## src/rtl/chainrd_pkg.sv

```systemverilog
package chainrd_pkg;
    localparam int SAMPLE_W = 18;

    typedef enum logic [1:0] {
        ST_IDLE  = 2'd0,
        ST_STRAP = 2'd1,
        ST_CONV  = 2'd2,
        ST_SHIFT = 2'd3
    } chain_state_e;
endpackage

```

## src/rtl/chainrd_pulse_gen.sv

```systemverilog
module chainrd_pulse_gen #(
    parameter int SCK_HALF = 2
) (
    input  logic clk,
    input  logic rst_n,
    input  logic run,
    output logic pulse_first,
    output logic pulse_last,
    output logic phase_high
);
    localparam int PERIOD = 2 * SCK_HALF;
    localparam int PH_W   = (PERIOD > 2) ? $clog2(PERIOD) : 1;

    logic [PH_W-1:0] ph_d, ph_q;

    always_comb begin
        ph_d = '0;
        if (run) begin
            if (ph_q == PH_W'(PERIOD - 1)) begin
                ph_d = '0;
            end else begin
                ph_d = ph_q + PH_W'(1);
            end
        end
    end

    always_ff @(posedge clk) begin
        if (!rst_n) begin
            ph_q <= '0;
        end else begin
            ph_q <= ph_d;
        end
    end

    assign pulse_first = run && (ph_q == '0);
    assign pulse_last  = run && (ph_q == PH_W'(PERIOD - 1));
    assign phase_high  = (ph_q < PH_W'(SCK_HALF));
endmodule

```

## src/rtl/chainrd_word_asm.sv

```systemverilog
module chainrd_word_asm #(
    parameter int WORD_W  = 18,
    parameter int NUM_DEV = 3
) (
    input  logic                     clk,
    input  logic                     rst_n,
    input  logic                     clear,
    input  logic                     sample_en,
    input  logic                     bit_in,
    output logic                     wr_en,
    output logic [((NUM_DEV > 1) ? $clog2(NUM_DEV) : 1)-1:0] wr_idx,
    output logic [WORD_W-1:0]        wr_word
);
    localparam int IDX_W = (NUM_DEV > 1) ? $clog2(NUM_DEV) : 1;
    localparam int BC_W  = $clog2(WORD_W);

    typedef struct packed {
        logic [WORD_W-1:0] word;
        logic [BC_W-1:0]   bcnt;
        logic [IDX_W-1:0]  widx;
    } asm_regs_t;

    asm_regs_t d, q;
    logic      word_end;

    assign word_end = sample_en && (q.bcnt == BC_W'(WORD_W - 1));

    always_comb begin
        d = q;
        if (clear) begin
            d.word = '0;
            d.bcnt = '0;
            d.widx = '0;
        end else if (sample_en) begin
            d.word = {q.word[WORD_W-2:0], bit_in};
            if (word_end) begin
                d.bcnt = '0;
                d.widx = q.widx + IDX_W'(1);
            end else begin
                d.bcnt = q.bcnt + BC_W'(1);
            end
        end
    end

    always_ff @(posedge clk) begin
        if (!rst_n) begin
            q <= '0;
        end else begin
            q <= d;
        end
    end

    assign wr_en   = word_end;
    assign wr_word = {q.word[WORD_W-2:0], bit_in};
    assign wr_idx  = IDX_W'(NUM_DEV - 1) - q.widx;
endmodule

```

## src/rtl/chainrd_result_buf.sv

```systemverilog
module chainrd_result_buf #(
    parameter int WORD_W  = 18,
    parameter int NUM_DEV = 3
) (
    input  logic                         clk,
    input  logic                         rst_n,
    input  logic                         wr_en,
    input  logic [((NUM_DEV > 1) ? $clog2(NUM_DEV) : 1)-1:0] wr_idx,
    input  logic [WORD_W-1:0]            wr_word,
    output logic [NUM_DEV*WORD_W-1:0]    result_flat
);
    localparam int IDX_W = (NUM_DEV > 1) ? $clog2(NUM_DEV) : 1;

    for (genvar j = 0; j < NUM_DEV; j++) begin : g_entry
        logic [WORD_W-1:0] entry_d, entry_q;

        always_comb begin
            entry_d = entry_q;
            if (wr_en && (wr_idx == IDX_W'(j))) begin
                entry_d = wr_word;
            end
        end

        always_ff @(posedge clk) begin
            if (!rst_n) begin
                entry_q <= '0;
            end else begin
                entry_q <= entry_d;
            end
        end

        assign result_flat[j*WORD_W +: WORD_W] = entry_q;
    end
endmodule

```

## src/rtl/chainrd_ctrl.sv

```systemverilog
module chainrd_ctrl
    import chainrd_pkg::*;
#(
    parameter int NUM_DEV   = 3,
    parameter int SCK_HALF  = 2,
    parameter int STRAP_CYC = 2,
    parameter int CONV_CYC  = 75
) (
    input  logic                          clk,
    input  logic                          rst_n,
    input  logic                          start,
    input  logic                          busy_sel,
    input  logic                          sdo_in,
    output logic                          cnv,
    output logic                          sck,
    output logic [NUM_DEV*SAMPLE_W-1:0]   result_flat,
    output logic                          done,
    output logic                          overrun
);
    localparam int TOT_BITS = NUM_DEV * SAMPLE_W;
    localparam int BIT_W    = $clog2(TOT_BITS + 2);
    localparam int CNT_MAX  = (CONV_CYC > STRAP_CYC) ? CONV_CYC : STRAP_CYC;
    localparam int CNT_W    = $clog2(CNT_MAX + 1);
    localparam int IDX_W    = (NUM_DEV > 1) ? $clog2(NUM_DEV) : 1;

    typedef struct packed {
        chain_state_e     state;
        logic             mode;
        logic [CNT_W-1:0] cnt;
        logic [BIT_W-1:0] bits;
        logic             cnv;
        logic             sck;
        logic             done;
        logic             ovr;
    } ctrl_regs_t;

    ctrl_regs_t d, q;

    logic             pulse_first, pulse_last, phase_high;
    logic             run_shift, accept, sample_en;
    logic [BIT_W-1:0] last_bit;
    logic             wr_en;
    logic [IDX_W-1:0] wr_idx;
    logic [SAMPLE_W-1:0] wr_word;
    logic             in_idle, in_conv;

    assign run_shift = (q.state == ST_SHIFT);
    assign accept    = (q.state == ST_IDLE) && start;
    assign last_bit  = q.mode ? BIT_W'(TOT_BITS) : BIT_W'(TOT_BITS - 1);
    // the very first sample under the high strap is the busy marker
    assign sample_en = pulse_first && !(q.mode && (q.bits == '0));
    assign in_idle   = (q.state == ST_IDLE);
    assign in_conv   = (q.state == ST_CONV);

    always_comb begin
        d      = q;
        d.done = 1'b0;
        d.ovr  = 1'b0;
        unique case (q.state)
            ST_IDLE: begin
                d.cnv = 1'b0;
                d.sck = 1'b0;
                if (start) begin
                    d.state = ST_STRAP;
                    d.mode  = busy_sel;
                    d.sck   = busy_sel;
                    d.cnt   = CNT_W'(STRAP_CYC - 1);
                end
            end
            ST_STRAP: begin
                d.ovr = start;
                if (q.cnt == '0) begin
                    d.state = ST_CONV;
                    d.cnv   = 1'b1;
                    d.cnt   = CNT_W'(CONV_CYC - 1);
                end else begin
                    d.cnt = q.cnt - CNT_W'(1);
                end
            end
            ST_CONV: begin
                d.ovr = start;
                if (q.mode) begin
                    if (sdo_in) begin
                        d.state = ST_SHIFT;
                        d.bits  = '0;
                    end
                end else if (q.cnt == '0) begin
                    d.state = ST_SHIFT;
                    d.bits  = '0;
                end else begin
                    d.cnt = q.cnt - CNT_W'(1);
                end
            end
            ST_SHIFT: begin
                d.ovr = start;
                d.sck = phase_high;
                if (pulse_last) begin
                    if (q.bits == last_bit) begin
                        d.state = ST_IDLE;
                        d.cnv   = 1'b0;
                        d.done  = 1'b1;
                    end else begin
                        d.bits = q.bits + BIT_W'(1);
                    end
                end
            end
            default: d.state = ST_IDLE;
        endcase
    end

    always_ff @(posedge clk) begin
        if (!rst_n) begin
            q <= '{state: ST_IDLE, mode: 1'b0, cnt: '0, bits: '0,
                   cnv: 1'b0, sck: 1'b0, done: 1'b0, ovr: 1'b0};
        end else begin
            q <= d;
        end
    end

    chainrd_pulse_gen #(.SCK_HALF(SCK_HALF)) u_pulse (
        .clk         (clk),
        .rst_n       (rst_n),
        .run         (run_shift),
        .pulse_first (pulse_first),
        .pulse_last  (pulse_last),
        .phase_high  (phase_high)
    );

    chainrd_word_asm #(.WORD_W(SAMPLE_W), .NUM_DEV(NUM_DEV)) u_asm (
        .clk       (clk),
        .rst_n     (rst_n),
        .clear     (accept),
        .sample_en (sample_en),
        .bit_in    (sdo_in),
        .wr_en     (wr_en),
        .wr_idx    (wr_idx),
        .wr_word   (wr_word)
    );

    chainrd_result_buf #(.WORD_W(SAMPLE_W), .NUM_DEV(NUM_DEV)) u_buf (
        .clk         (clk),
        .rst_n       (rst_n),
        .wr_en       (wr_en),
        .wr_idx      (wr_idx),
        .wr_word     (wr_word),
        .result_flat (result_flat)
    );

    assign cnv     = q.cnv;
    assign sck     = q.sck;
    assign done    = q.done;
    assign overrun = q.ovr;
endmodule

```

## config.mk

```make
export PLATFORM = sky130hd
export DESIGN_NAME = chainrd_ctrl
export DESIGN_NICKNAME = d
export VERILOG_FILES = /design/src/rtl/chainrd_pkg.sv /design/src/rtl/chainrd_pulse_gen.sv /design/src/rtl/chainrd_word_asm.sv /design/src/rtl/chainrd_result_buf.sv /design/src/rtl/chainrd_ctrl.sv
export SDC_FILE = /design/constraint.sdc
export NUM_CORES = 1
export LEC_CHECK = 0
export BUFFER_PORTS_ARGS = -buffer_cell sky130_fd_sc_hd__buf_2
export CORE_MARGIN = 10
export CORE_UTILIZATION = 46
export CTS_BUF_LIST = sky130_fd_sc_hd__clkbuf_2 sky130_fd_sc_hd__clkbuf_4 sky130_fd_sc_hd__clkbuf_8
export DETAILED_ROUTE_END_ITERATION = 7
export GPL_ROUTABILITY_DRIVEN = 0
export HOLD_SLACK_MARGIN = 0.1
export PLACE_DENSITY = 0.73
export REMOVE_ABC_BUFFERS = 1
export SETUP_SLACK_MARGIN = 0.05
export SYNTH_ARGS = -nofsm -noshare
export SYNTH_HDL_FRONTEND = slang
export SYNTH_HIERARCHICAL = 1
export SYNTH_SLANG_ARGS = --single-unit
```

## constraint.sdc

```tcl
create_clock -name clk -period 2.1 [get_ports clk]
set_clock_uncertainty 0.1 [all_clocks]
set_input_delay 0.315 -clock clk [delete_from_list [all_inputs] [get_ports clk]]
set_output_delay 0.315 -clock clk [all_outputs]
set_load 0.05 [all_outputs]
```

# Yosys cells after proc, flatten, opt, wreduce, memory -nomap -nowiden
# Cells that the tools add are included.
# Widths: inputs -> output; s select.
[word_totals]
output_inout_bits = 58
in_bits = 5
ff_bits = 100
elab_cells = 97
[classes]
bitwise_logic = 2
n_lt_le_gt_ge = 1
n_eq_ne = 17
n_mux = 26
n_addsub = 6
reduce_logical = 30
[op_table]
columns = ["cell", "n"]
rows = [
  ["$mux 7", 4],
  ["$mux 6", 4],
  ["$pmux 7 s3", 1],
  ["$mux 2", 7],
  ["$ne 2x2->1 const B", 7],
  ["$pmux 6 s2", 1],
  ["$mux 10", 1],
  ["$logic_and 1x1->1", 9],
  ["$eq 2x2->1 const B", 4],
  ["$pmux 2 s4", 1],
  ["$reduce_and 4->1", 2],
  ["$logic_not 7->1", 1],
  ["$sub 7x1->7 const B", 1],
  ["$add 6x1->6 const B", 1],
  ["$eq 6x6->1", 1],
  ["$logic_not 2->1", 3],
  ["$logic_not 6->1", 1],
  ["$reduce_and 2->1", 3],
  ["$reduce_and 6->1", 1],
  ["$reduce_bool 3->1", 2],
  ["$reduce_or 3->1", 2],
  ["$add 5x1->5 const B", 1],
  ["$eq 5x5->1 const B", 1],
  ["$mux 5", 1],
  ["other kinds (15)", 22],
]

# Longest topological paths before layout
[logic_depth]
depth_word = 6
ltp_mapped = 12
ltp_nobuf = 9

# By module
# Netlist, hierarchy kept.
[modules_own_cells]
columns = ["mod", "cells_per_inst", "seq_area_each_um2", "n_inst", "area_each_um2"]
rows = [
  ["chainrd_result_buf", 197, 1081.0, 1, 2052.0],
  ["chainrd_ctrl", 154, 400.4, 1, 1266.2],
  ["chainrd_word_asm", 113, 480.5, 1, 1089.8],
  ["chainrd_pulse_gen", 10, 40.0, 1, 110.1],
]

# Worst setup path after synthesis
# OpenSTA, ideal clock, no wires.
[synth_timing]
path_type = "register to register"
from = "reg q[15] (netlist name)"
to = "reg q[8] (netlist name)"
setup_slack_ns = -0.108
t_arrival_ns = 2.019
stages_incl_launch_ff = 6
synth_period_minus_slack_ns = 2.208
setup_ns = 0.088
cell_sequence = "dfxtp_1 or4_4 or3_1 a311o_1 nand2b_4 o32ai_2"

==> results_dict.tcl <==
set metrics [dict create \
    status "finished, violations left" \
    violations "setup timing" \
    min_from "busy_sel" \
    syn_area_per_cell_um2 9.532 \
    p_sw_w 0.001520 \
    leakage_nw 2.331 \
    num_antenna_cells 0 \
    grt_pass1_wl_um 15900 \
    synth_cell_type_count 52 \
    fillers 864 \
    whs_ns 0.1400 \
    grt_pass1_vias 3359 \
    dieHeight_um 119.1 \
    vias_per_cell 5.055 \
    clock_latency_ns 0.36 \
    first_pass_iters 4 \
    slowest_delay_ns 0.53 \
    dieArea_mm2 0.01419 \
    clkPwrFrac_pct 26.2 \
    slew_viol_final 0 \
    place_area_mm2 0.004979 \
    path_clk_slew_ns 0.10 \
    initial_core_util_pct 46.65 \
    drc 0 \
    p_int_w 0.003095 \
    cts_max_level 3 \
    p_comb_share_pct 29.8 \
    worstSetupEndpointType "register" \
    fin_setup_tns_ns -0.1609 \
    nNetsFinal 558 \
    vias 3427 \
    synthMuxAreaShare_pct 16.87 \
    setup_slack_ns -0.05972 \
    syn_to_final_growth_pct 16.95 \
    cts_buffer_depth 2 \
    start_kind "register" \
    max_freq_ghz 0.4630 \
    syn_area_mm2 0.004518 \
    dpl.cell_count 658 \
    numCtsBuffers 9 \
    synth_compound_area_share_pct 6.674 \
    min_to "q[17]" \
    whs_path_depth 3 \
    yosysTopAreaCell "dfxtp_1" \
    period_minus_slack_ns 2.160 \
    synth_edf_count 0 \
    antenna_found_initial 0 \
    cts_tree "yes" \
    crit_fanout 5 \
    tightest_slew_ns 0.3472 \
    grtUsageTotal_pct 13.14 \
    period_share_pct 102.8 \
    io_pins 63 \
    synth_top_area_share_pct 44.31 \
    core_mm2 0.009684 \
    die_width_um 119.1 \
    setup_viol 4 \
    synth_top_flop_cell "dfxtp_1" \
    grt-ovfl-total 0 \
    switching_share_pct 32.95 \
    slew_headroom_pct 76.69 \
    reg2reg_setup_slack_ns -0.06 \
    ant_nets 0 \
    dpl.hpwl_um 6724 \
    ys_ff_latch 100 \
    final_cells 678 \
    drt-initial-drc-count 213 \
    required_ns 2.28 \
    yosysSeqAreaShare_pct 44.31 \
    peakVddDrop_uv 681.4 \
    synth_warnings 6 \
    io_buffers 62 \
    fin_area_mm2 0.005284 \
    reg2reg_to "q[8]" \
    row_count 36 \
    hold_violations 0 \
    hold_class "input pin to register" \
    detail_route.wl_per_cell_um 14.15 \
    worst_path_dominant_cell_family "simple AND/OR/NAND/NOR gates" \
    synth-adder-area-share_pct 3.600 \
    synthArstFlopShare_pct 0 \
    grt_setup_unrepaired "yes" \
    cts_root_buf "clkbuf_8" \
    synth_top_family_by_area "simple AND/OR/NAND/NOR gates" \
    syn_inst 474 \
    reg2reg_depth 5 \
    synthXorXnorAreaFrac_pct 0.7754 \
    r2r_start "q[13]" \
    cts_sinks 100 \
    slowest_stage "or4_4" \
    final_cell_mix "nand2_1 (95), dfxtp_1 (95), mux2i_1 (75), buf_2 (62), buf_4 (29)" \
    ys_top_cells_by_area "dfxtp_1 (44%), mux2i_1 (17%), nand2_1 (7.9%), ha_1 (3.6%), buf_4 (3.3%)" \
    wl_um 9596 \
    cap_viol_max_count 0 \
    synth_simple_gate_area_share_pct 19.47 \
    drive_above_1_share_pct 27.34 \
    worst-path-buf-inv 0 \
    worstPathCellList "or4_4 -> or3_4 -> a311o_1 -> nand2b_4 -> o32ai_2" \
    powerDensity_mw_per_mm2 873.4 \
    seq_power_share_pct 44.1 \
    arrival_ns 2.33 \
    grt_start_max_net_pins 73 \
    crit_type "register to register" \
]
-- worst min-delay path, delay by kind of cell --
kind,cells,cell delay [ns]
muxes,1,0.06
buffers and inverters,1,0.09
and+or+nand+nor,1,0.10
-- cells by family (layout without fill, tap and decap cells) --
group,Yosys count,in the layout
multiplexers,76,76
AO/OA/AOI/OAI,46,46
flip-flops,100,100
adder cells (fa/ha/maj),13,13
XOR/XNOR,4,4
buffers and inverters,58,129
AND/OR/NAND/NOR,177,177
-- power groups by stage --
stage	combinational, W	clock (W)	sequential [W]
floorplan	0.000807	0	0.00213
global placement	0.00126	0	0.00206
detailed placement	0.00129	0	0.00207
CTS	0.00135	0.00125	0.00203
global route	0.00153	0.00133	0.00205
finish	0.00137	0.00121	0.00203
-- stage by stage --
stage / power, W / setup slack [ns] / utilization [%]
finish: 0.004615 / -0.05972 / 54.56
detailed placement: 0.003363 / -0.1224 / 51.41
global route: 0.004903 / -0.1433 / 54.56
global placement: 0.003329 / -0.07463 / 51.41
floorplan: 0.002941 / -2.495 / -
CTS: 0.004623 / -0.1002 / 53.71
-- what timing repair did --
item                       4_1_cts  5_1_grt
pin swaps                        4        3
resized for setup                6       18
cloned                           0        1
hold buffers                     0        0
setup endpoints to repair       14       36
setup buffers                    0        3
-- flip-flops by register name, summed over array words and instances, names as in the netlist --
| signal | count |
|---|---|
| u_buf/g_entry.entry_q | 54 |
| u_asm/wr_word | 17 |
| q | 16 |
| u_asm/q | 7 |
| u_pulse/ph_q | 2 |
| cnv | 1 |
| done | 1 |
| overrun | 1 |
| sck | 1 |
-- worst max-delay path by stage --
stage	cells after the start	startpoint	endpoint	slack [ns]
4_1_cts	5	q[13]	q[8]	-0.10
3_3_place_gp	5	q[15]	q[8]	-0.07
2_1_floorplan	8	q[18]	u_buf/g_entry[0].entry_q[0]	-2.49
5_1_grt	5	q[13]	q[7]	-0.14
6_report	5	q[13]	q[8]	-0.06
3_5_place_dp	5	q[15]	q[8]	-0.12
-- synthesized netlist by cell type (all sizes together) (3+ instances only) --
cell type / count
nor3: 6
xor2: 3
inv: 14
o22ai: 6
dfxtp: 100
nand2b: 5
nand2: 95
o21ai: 6
mux2i: 75
or3: 6
nand3b: 9
nand3: 4
ha: 13
buf: 35
a21boi: 3
a21oi: 18
and2: 3
nor2b: 4
clkbuf: 9
nor2: 25
-- routing by layer --
metal / vias to the layer above / part of all wire, % / GRT usage (%) / wire length, µm
met5: - / 0 / 0 / 0
met4: 0 / 0.64 / 4.046 / 61
met2: 73 / 47 / 21.44 / 4491
met1: 1618 / 47 / 15.99 / 4465
met3: 6 / 6.0 / 4.440 / 577
li1: 1730 / - / - / -
-- area by class of cell --
| type | instances | area (µm²) | share of cell area (%) |
|---|---|---|---|
| inverter | 14 | 52.55 | 0.9946 |
| clock buffer | 9 | 123.9 | 2.344 |
| sequential | 100 | 2008 | 38.01 |
| clock inverter | 7 | 80.08 | 1.516 |
| multi-input combinational | 316 | 2195 | 41.53 |
| timing repair buffer | 99 | 658.1 | 12.46 |
| tap | 133 | 166.4 | 3.149 |
No activity file was read; power rests on OpenSTA's default activity.
